`config.mk`:
```
export PLATFORM = sky130hd
export DESIGN_NAME = fwh_remap_window
export DESIGN_NICKNAME = d
export VERILOG_FILES = /design/src/rtl/fwh_remap_pkg.sv /design/src/rtl/fwh_remap_regs.sv /design/src/rtl/fwh_remap_xlate.sv /design/src/rtl/fwh_remap_stage.sv /design/src/rtl/fwh_remap_window.sv
export SDC_FILE = /design/constraint.sdc
export NUM_CORES = 1
export LEC_CHECK = 0
export ABC_AREA = 1
export BUFFER_PORTS_ARGS = -buffer_cell sky130_fd_sc_hd__buf_2
export CORE_MARGIN = 5
export CORE_UTILIZATION = 45
export CTS_CLUSTER_DIAMETER = 40
export DETAILED_ROUTE_END_ITERATION = 7
export PLACE_DENSITY_LB_ADDON = 0.05
export SETUP_SLACK_MARGIN = 0.4
export SLEW_MARGIN = 20
export SYNTH_ARGS = -nofsm -noshare
export SYNTH_HDL_FRONTEND = slang
export SYNTH_SLANG_ARGS = --single-unit
```
`constraint.sdc`:
```
create_clock -name clk -period 1.4 [get_ports clk]
set_input_delay 0.07 -clock clk [delete_from_list [all_inputs] [get_ports clk]]
set_output_delay 0.07 -clock clk [all_outputs]
set_load 0.02 [all_outputs]
```
`src/rtl/fwh_remap_pkg.sv`:
```
package fwh_remap_pkg;
  localparam int ADDR_W  = 32;
  localparam int PAGE_W  = ADDR_W / 2;
  localparam int REG_AW  = 4;

  localparam logic [REG_AW-1:0] OFF_CTRL = 4'h0;
  localparam logic [REG_AW-1:0] OFF_BASE = 4'h8;
  localparam logic [REG_AW-1:0] OFF_MASK = 4'hC;

  localparam int EN_FWCYC_BIT = 10;
  localparam int EN_FWD_BIT   = 8;

  typedef struct packed {
    logic              enabled;
    logic [PAGE_W-1:0] local_page;
    logic [PAGE_W-1:0] host_page;
    logic [PAGE_W-1:0] take_local;
    logic [PAGE_W-1:0] keep_host;
  } win_cfg_t;
endpackage

```
`src/rtl/fwh_remap_regs.sv`:
```
module fwh_remap_regs
  import fwh_remap_pkg::*;
(
  input  logic              clk,
  input  logic              rst_n,
  input  logic              reg_wr,
  input  logic [REG_AW-1:0] reg_addr,
  input  logic [ADDR_W-1:0] reg_wdata,
  output logic [ADDR_W-1:0] reg_rdata,
  output win_cfg_t          cfg
);
  logic [ADDR_W-1:0] ctrl_q, base_q, mask_q;

  always_ff @(posedge clk or negedge rst_n) begin
    if (!rst_n) begin
      ctrl_q <= '0;
      base_q <= '0;
      mask_q <= '0;
    end else if (reg_wr) begin
      case (reg_addr)
        OFF_CTRL: ctrl_q <= reg_wdata;
        OFF_BASE: base_q <= reg_wdata;
        OFF_MASK: mask_q <= reg_wdata;
        default:  ;
      endcase
    end
  end

  always_comb begin
    case (reg_addr)
      OFF_CTRL: reg_rdata = ctrl_q;
      OFF_BASE: reg_rdata = base_q;
      OFF_MASK: reg_rdata = mask_q;
      default:  reg_rdata = '0;
    endcase
  end

  always_comb begin
    cfg.enabled    = ctrl_q[EN_FWCYC_BIT] & ctrl_q[EN_FWD_BIT];
    cfg.local_page = base_q[ADDR_W-1:PAGE_W];
    cfg.host_page  = base_q[PAGE_W-1:0];
    cfg.take_local = mask_q[ADDR_W-1:PAGE_W];
    cfg.keep_host  = mask_q[PAGE_W-1:0];
  end

  // a write to the base offset is held in the register
  a_r2_base_store: assert property (@(posedge clk) disable iff (!rst_n)
    (reg_wr && reg_addr == OFF_BASE) |=> base_q == $past(reg_wdata));
  // a write to the mask offset is held in the register
  a_r2_mask_store: assert property (@(posedge clk) disable iff (!rst_n)
    (reg_wr && reg_addr == OFF_MASK) |=> mask_q == $past(reg_wdata));
endmodule

```
`src/rtl/fwh_remap_xlate.sv`:
```
module fwh_remap_xlate
  import fwh_remap_pkg::*;
(
  input  win_cfg_t          cfg,
  input  logic              req_fw,
  input  logic [ADDR_W-1:0] req_addr,
  output logic              hit,
  output logic [ADDR_W-1:0] xl_addr
);
  logic [PAGE_W-1:0] page_in;
  logic [PAGE_W-1:0] page_diff;
  logic [PAGE_W-1:0] page_out;

  assign page_in = req_addr[ADDR_W-1:PAGE_W];

  for (genvar i = 0; i < PAGE_W; i++) begin : g_page_bit
    assign page_diff[i] = ~cfg.keep_host[i] & (page_in[i] ^ cfg.host_page[i]);
    assign page_out[i]  = (cfg.local_page[i] & cfg.take_local[i]) |
                          (page_in[i] & cfg.keep_host[i]);
  end

  assign hit     = cfg.enabled & req_fw & ~(|page_diff);
  assign xl_addr = {page_out, req_addr[PAGE_W-1:0]};
endmodule

```
`src/rtl/fwh_remap_stage.sv`:
```
module fwh_remap_stage
  import fwh_remap_pkg::*;
(
  input  logic              clk,
  input  logic              rst_n,
  input  logic              in_valid,
  input  logic              in_hit,
  input  logic [ADDR_W-1:0] in_addr,
  output logic              out_valid,
  output logic              out_hit,
  output logic [ADDR_W-1:0] out_addr
);
  always_ff @(posedge clk or negedge rst_n) begin
    if (!rst_n) begin
      out_valid <= 1'b0;
      out_hit   <= 1'b0;
      out_addr  <= '0;
    end else begin
      out_valid <= in_valid;
      out_hit   <= in_valid & in_hit;
      out_addr  <= (in_valid && in_hit) ? in_addr : '0;
    end
  end
endmodule

```
`src/rtl/fwh_remap_window.sv`:
```
module fwh_remap_window
  import fwh_remap_pkg::*;
(
  input  logic              clk,
  input  logic              rst_n,
  input  logic              reg_wr,
  input  logic [REG_AW-1:0] reg_addr,
  input  logic [ADDR_W-1:0] reg_wdata,
  output logic [ADDR_W-1:0] reg_rdata,
  input  logic              req_valid,
  input  logic              req_fw,
  input  logic [ADDR_W-1:0] req_addr,
  output logic              res_valid,
  output logic              res_hit,
  output logic [ADDR_W-1:0] res_addr
);
  win_cfg_t          cfg;
  logic              xl_hit;
  logic [ADDR_W-1:0] xl_addr;

  fwh_remap_regs u_regs (
    .clk(clk), .rst_n(rst_n), .reg_wr(reg_wr), .reg_addr(reg_addr),
    .reg_wdata(reg_wdata), .reg_rdata(reg_rdata), .cfg(cfg)
  );

  fwh_remap_xlate u_xlate (
    .cfg(cfg), .req_fw(req_fw), .req_addr(req_addr),
    .hit(xl_hit), .xl_addr(xl_addr)
  );

  fwh_remap_stage u_stage (
    .clk(clk), .rst_n(rst_n), .in_valid(req_valid), .in_hit(xl_hit),
    .in_addr(xl_addr), .out_valid(res_valid), .out_hit(res_hit),
    .out_addr(res_addr)
  );

  // every request strobe yields a result one cycle later
  a_r9_result_follows: assert property (@(posedge clk) disable iff (!rst_n)
    req_valid |=> res_valid);
  // no result without a request
  a_r9_no_spurious: assert property (@(posedge clk) disable iff (!rst_n)
    !req_valid |=> !res_valid);
  // a disabled window never hits
  a_r3_disabled_miss: assert property (@(posedge clk) disable iff (!rst_n)
    (req_valid && !cfg.enabled) |=> !res_hit);
  // non-firmware cycles never hit
  a_r4_non_fw_miss: assert property (@(posedge clk) disable iff (!rst_n)
    (req_valid && !req_fw) |=> !res_hit);
  // page offset passes through on a hit
  a_r7_low_pass: assert property (@(posedge clk) disable iff (!rst_n)
    res_hit |-> res_addr[PAGE_W-1:0] == $past(req_addr[PAGE_W-1:0]));
  // misses drive a zero address
  a_r8_miss_zero: assert property (@(posedge clk) disable iff (!rst_n)
    (res_valid && !res_hit) |-> res_addr == '0);
  // a hit is only ever flagged alongside a valid result
  a_r9_hit_in_valid: assert property (@(posedge clk) disable iff (!rst_n)
    res_hit |-> res_valid);
endmodule

```
==> run summary <==
The tools report the sink of the worst hold path as u_stage.out_addr[19]. Total power divided by cell area: 1230 nW/um^2. The cell count after synthesis came out at 713. Setup violations remaining at the end of the flow were counted as 0. The leading register cell type out of synthesis is sky130_fd_sc_hd__dfrtp_1.

For the worst-skew pair, the clock arrives at the later sink with an insertion delay of 410 ps. For the synthesized cell area, the log shows 6030 sq um. The worst hold path belongs to the class input port to register. After clock tree synthesis, the clock-pin slew on the worst setup and hold paths is 60 ps. Dividing the detail-routed via count by the number of cells gives 4.94. After global routing the overflow that remains totals 0. In the final routing, the length of wire on met1 measures 7.98 mm. After synthesis, the mean cell area works out to 8.45 sq um.

In the synthesized netlist the async set-or-reset flop fraction comes to 100%. The tools report the type of destination of the critical path as a register. The tool flagged a number of max-cap violations equal to 0. Measured against its own limit, the worst slew margin works out to 70.5%. The tools report the worst setup skew after layout as 4.13 ps. Along the worst path, the maximum fanout reaches 9.

The total instance count after detailed placement came out at 1010. Once the floorplan was initialized, standard cells occupied 45.7% of the core. Minimum clock period: 1380 ps. The worst register-to-register path ends at u_stage.out_addr[4]. Global routing consumed, over all layers together, 23.5% of the routing resources.

TritonCTS built the clock tree. Across all layers, the routed design uses 5707 vias. For this run, the post-layout net count is 1040. The logs give 0 for the remaining antenna violation count and 0.827 mV for the maximum resistive drop on vdd. Summed over all layers, the routed wires come to 18.6 mm.

The count of input and output buffers was 138. The core region is 13200 sq um. From synthesis to final layout, the design area changed by 56.7%. The first TritonRoute pass finished after 5 iterations.

The tools report the final estimated routing congestion in global placement as 0.823. The number of global-route vias before repair was 5729. For this design the top-level I/O count stands at 139. The hold violation total from the final report is 0. The share of final-layout standard cells stronger than drive strength 1 came out at 39.6%. The first global-routing pass estimated 29.4 mm of wire. The post-detailed-route DRC marker count is 0. For the worst flop-to-flop path, the logic depth is 5.

The tools report the filler-free cell count of the finished design as 1156. No sink is reached through more buffers than the 2 on the longest clock path. Data on the critical path arrives at its endpoint at 1710 ps. The floorplan has 42 rows.

The run gives 9440 sq um as the design area. Yosys mapped a number of flops with a built-in enable equal to 0. The path type of the worst setup path is register to register. The number of H-tree levels is 4, and the largest net degree at the start of global routing is 65. Setup repair after global routing could not meet its margin everywhere. After detailed routing, the met2 layer carries 8.91 mm of wire. The Yosys step of the flow raised 0 warnings. For this run, the share of the core covered by cells in the final layout is 71.6%. Horizontal die dimension: 126 um. After detailed routing, the average wire length per cell comes to 16.1 um. The post-synthesis cell type count is 30, and the final-layout setup total negative slack is 0 ps. Once placement finished, the instance area stood at 7020 sq um.

The number of antenna violations at the first check in global routing is 0, and the slew at the pin with the worst max-slew slack is 443 ps. The half-perimeter wire length after detailed placement came out at 11.2 mm. The post-synthesis register bit count is 130. The tools report the register-to-register setup slack as 20 ps. The highest layer touched by signal routing is met4. The worst path uses 98.4% of the clock period. For the static power due to leakage, the log shows 4.83 nW. The startpoint of the lowest-slack hold path is req_addr[19]. For the worst setup path, the data required time is 1740 ps. Counting every net in the synthesized netlist gives 786. The die span in y was 126 um; the total number of clock tree sinks was 130. The upper clock frequency limit was 726 MHz; the total CTS buffers was 17. The number of antenna diodes in the final layout is 0. In this run, the number of DRC markers left after iteration 0 of detailed routing was 360. In this run the critical register-to-register path is launched from u_regs.base_q[6]. The fraction of the yosys area taken by sequential cells was 54.0%. The tree is rooted in a sky130_fd_sc_hd__clkbuf_16.

For the final number of max-transition violations, the log shows 0. The routed length on met3 is 1.15 mm, and the die area is 15800 sq um. The run finished with clean final reports. Along the worst hold path, the cell count comes to 5. STA classifies the critical path startpoint as a register.
-- flip-flops by register name (all words and copies together), names as in the netlist --
name,flops
u_regs.base_q,32
u_regs.ctrl_q,32
u_regs.mask_q,32
u_stage.out_addr,32
u_stage.out_hit,1
u_stage.out_valid,1
-- stage by stage --
stage	setup WS, ps	power (W)	hold WS, ps
2_1_floorplan	167	0.00574	-226
3_3_place_gp	89.3	0.00629	-53.7
3_5_place_dp	45.4	0.00636	-58.0
4_1_cts	39.3	0.0113	14.6
5_1_grt	-40.2	0.0122	39.9
6_report	22.9	0.0116	32.4
-- cells by family (layout without fill, tap and decap cells) --
logic type | Yosys count | after routing | synth area share, %
AOI/OAI and AO/OA | 128 | 128 | 11.4
buffers and inverters | 143 | 410 | 10.3
DFF | 130 | 130 | 54.0
and+or+nand+nor | 312 | 312 | 24.3
-- Yosys cell counts (4+ instances only) --
master	count	area [sq um]
sky130_fd_sc_hd__nand3_1	32	160
sky130_fd_sc_hd__nor2_1	4	15.0
sky130_fd_sc_hd__inv_1	104	390
sky130_fd_sc_hd__clkbuf_1	4	15.0
sky130_fd_sc_hd__o211ai_1	14	105
sky130_fd_sc_hd__dfrtp_1	130	3250
sky130_fd_sc_hd__buf_2	23	115
sky130_fd_sc_hd__nand2_1	229	860
sky130_fd_sc_hd__inv_2	4	15.0
sky130_fd_sc_hd__nor2_2	5	31.3
sky130_fd_sc_hd__o21ai_0	14	70.1
sky130_fd_sc_hd__nor3_2	31	310
sky130_fd_sc_hd__o21ai_1	96	480
-- how the worst max path moves through the flow --
stage | start | endpoint
floorplan | u_regs.base_q[6] | u_stage.out_addr[18]
global placement | u_regs.base_q[12] | u_stage.out_addr[20]
detailed placement | u_regs.base_q[13] | u_stage.out_addr[9]
CTS | u_regs.base_q[14] | reg_rdata[14]
global route | u_regs.base_q[10] | u_stage.out_addr[17]
finish | u_regs.base_q[6] | u_stage.out_addr[4]
-- critical path, stage by stage, from the launching register on --
cell                        delay, ps
sky130_fd_sc_hd__dfrtp_1          400
sky130_fd_sc_hd__or2_1            230
sky130_fd_sc_hd__a21oi_2          180
sky130_fd_sc_hd__nand2_4          140
sky130_fd_sc_hd__clkbuf_16        200
sky130_fd_sc_hd__nor3_2           150
-- cell type report --
| cell class | count | area [sq um] |
|---|---|---|
| Fill cell | 1000 | 3750 |
| Inverter | 110 | 415 |
| Multi-Input combinational cell | 440 | 2520 |
| Clock buffer | 22 | 474 |
| Timing Repair Buffer | 268 | 2450 |
| Sequential cell | 130 | 3250 |
| Clock inverter | 10 | 108 |
| Tap cell | 176 | 220 |
-- power by group --
group          leakage, nW  internal [W]  switching [W]
registers             1.69       0.00433       0.000419
logic                 2.86       0.00123        0.00124
clock network        0.282       0.00274        0.00161
-- repair_timing --
action                     CTS  global route
setup endpoints to repair   99            99
setup buffers               42            17
pin swaps                   47            54
gates resized for setup    145            92
hold buffers                50             0
hold endpoints to repair   243             0
gates cloned                 2             3
-- layer usage --
layer / up-vias / track usage [%]
li1: 2767 / -
met1: 2703 / 30.9
met2: 192 / 37.0
met3: 45 / 5.59
met4: 0 / 10.5
met5: - / 0
-- cells in the final DEF (no fill, tap or decap), drive strengths merged --
cell type	instances
a21oi	2
clkinv	6
dfrtp	130
bufbuf	1
a22o	2
nand4	1
o211ai	14
nand2	234
o21ai	110
or2	1
nor3	33
clkbuf	25
and3	1
nand3	33
bufinv	2
clkinvlp	3
nor2	9
dlygate4sd3	50
inv	109
buf	214
No activity file was read; power rests on OpenSTA's default activity.
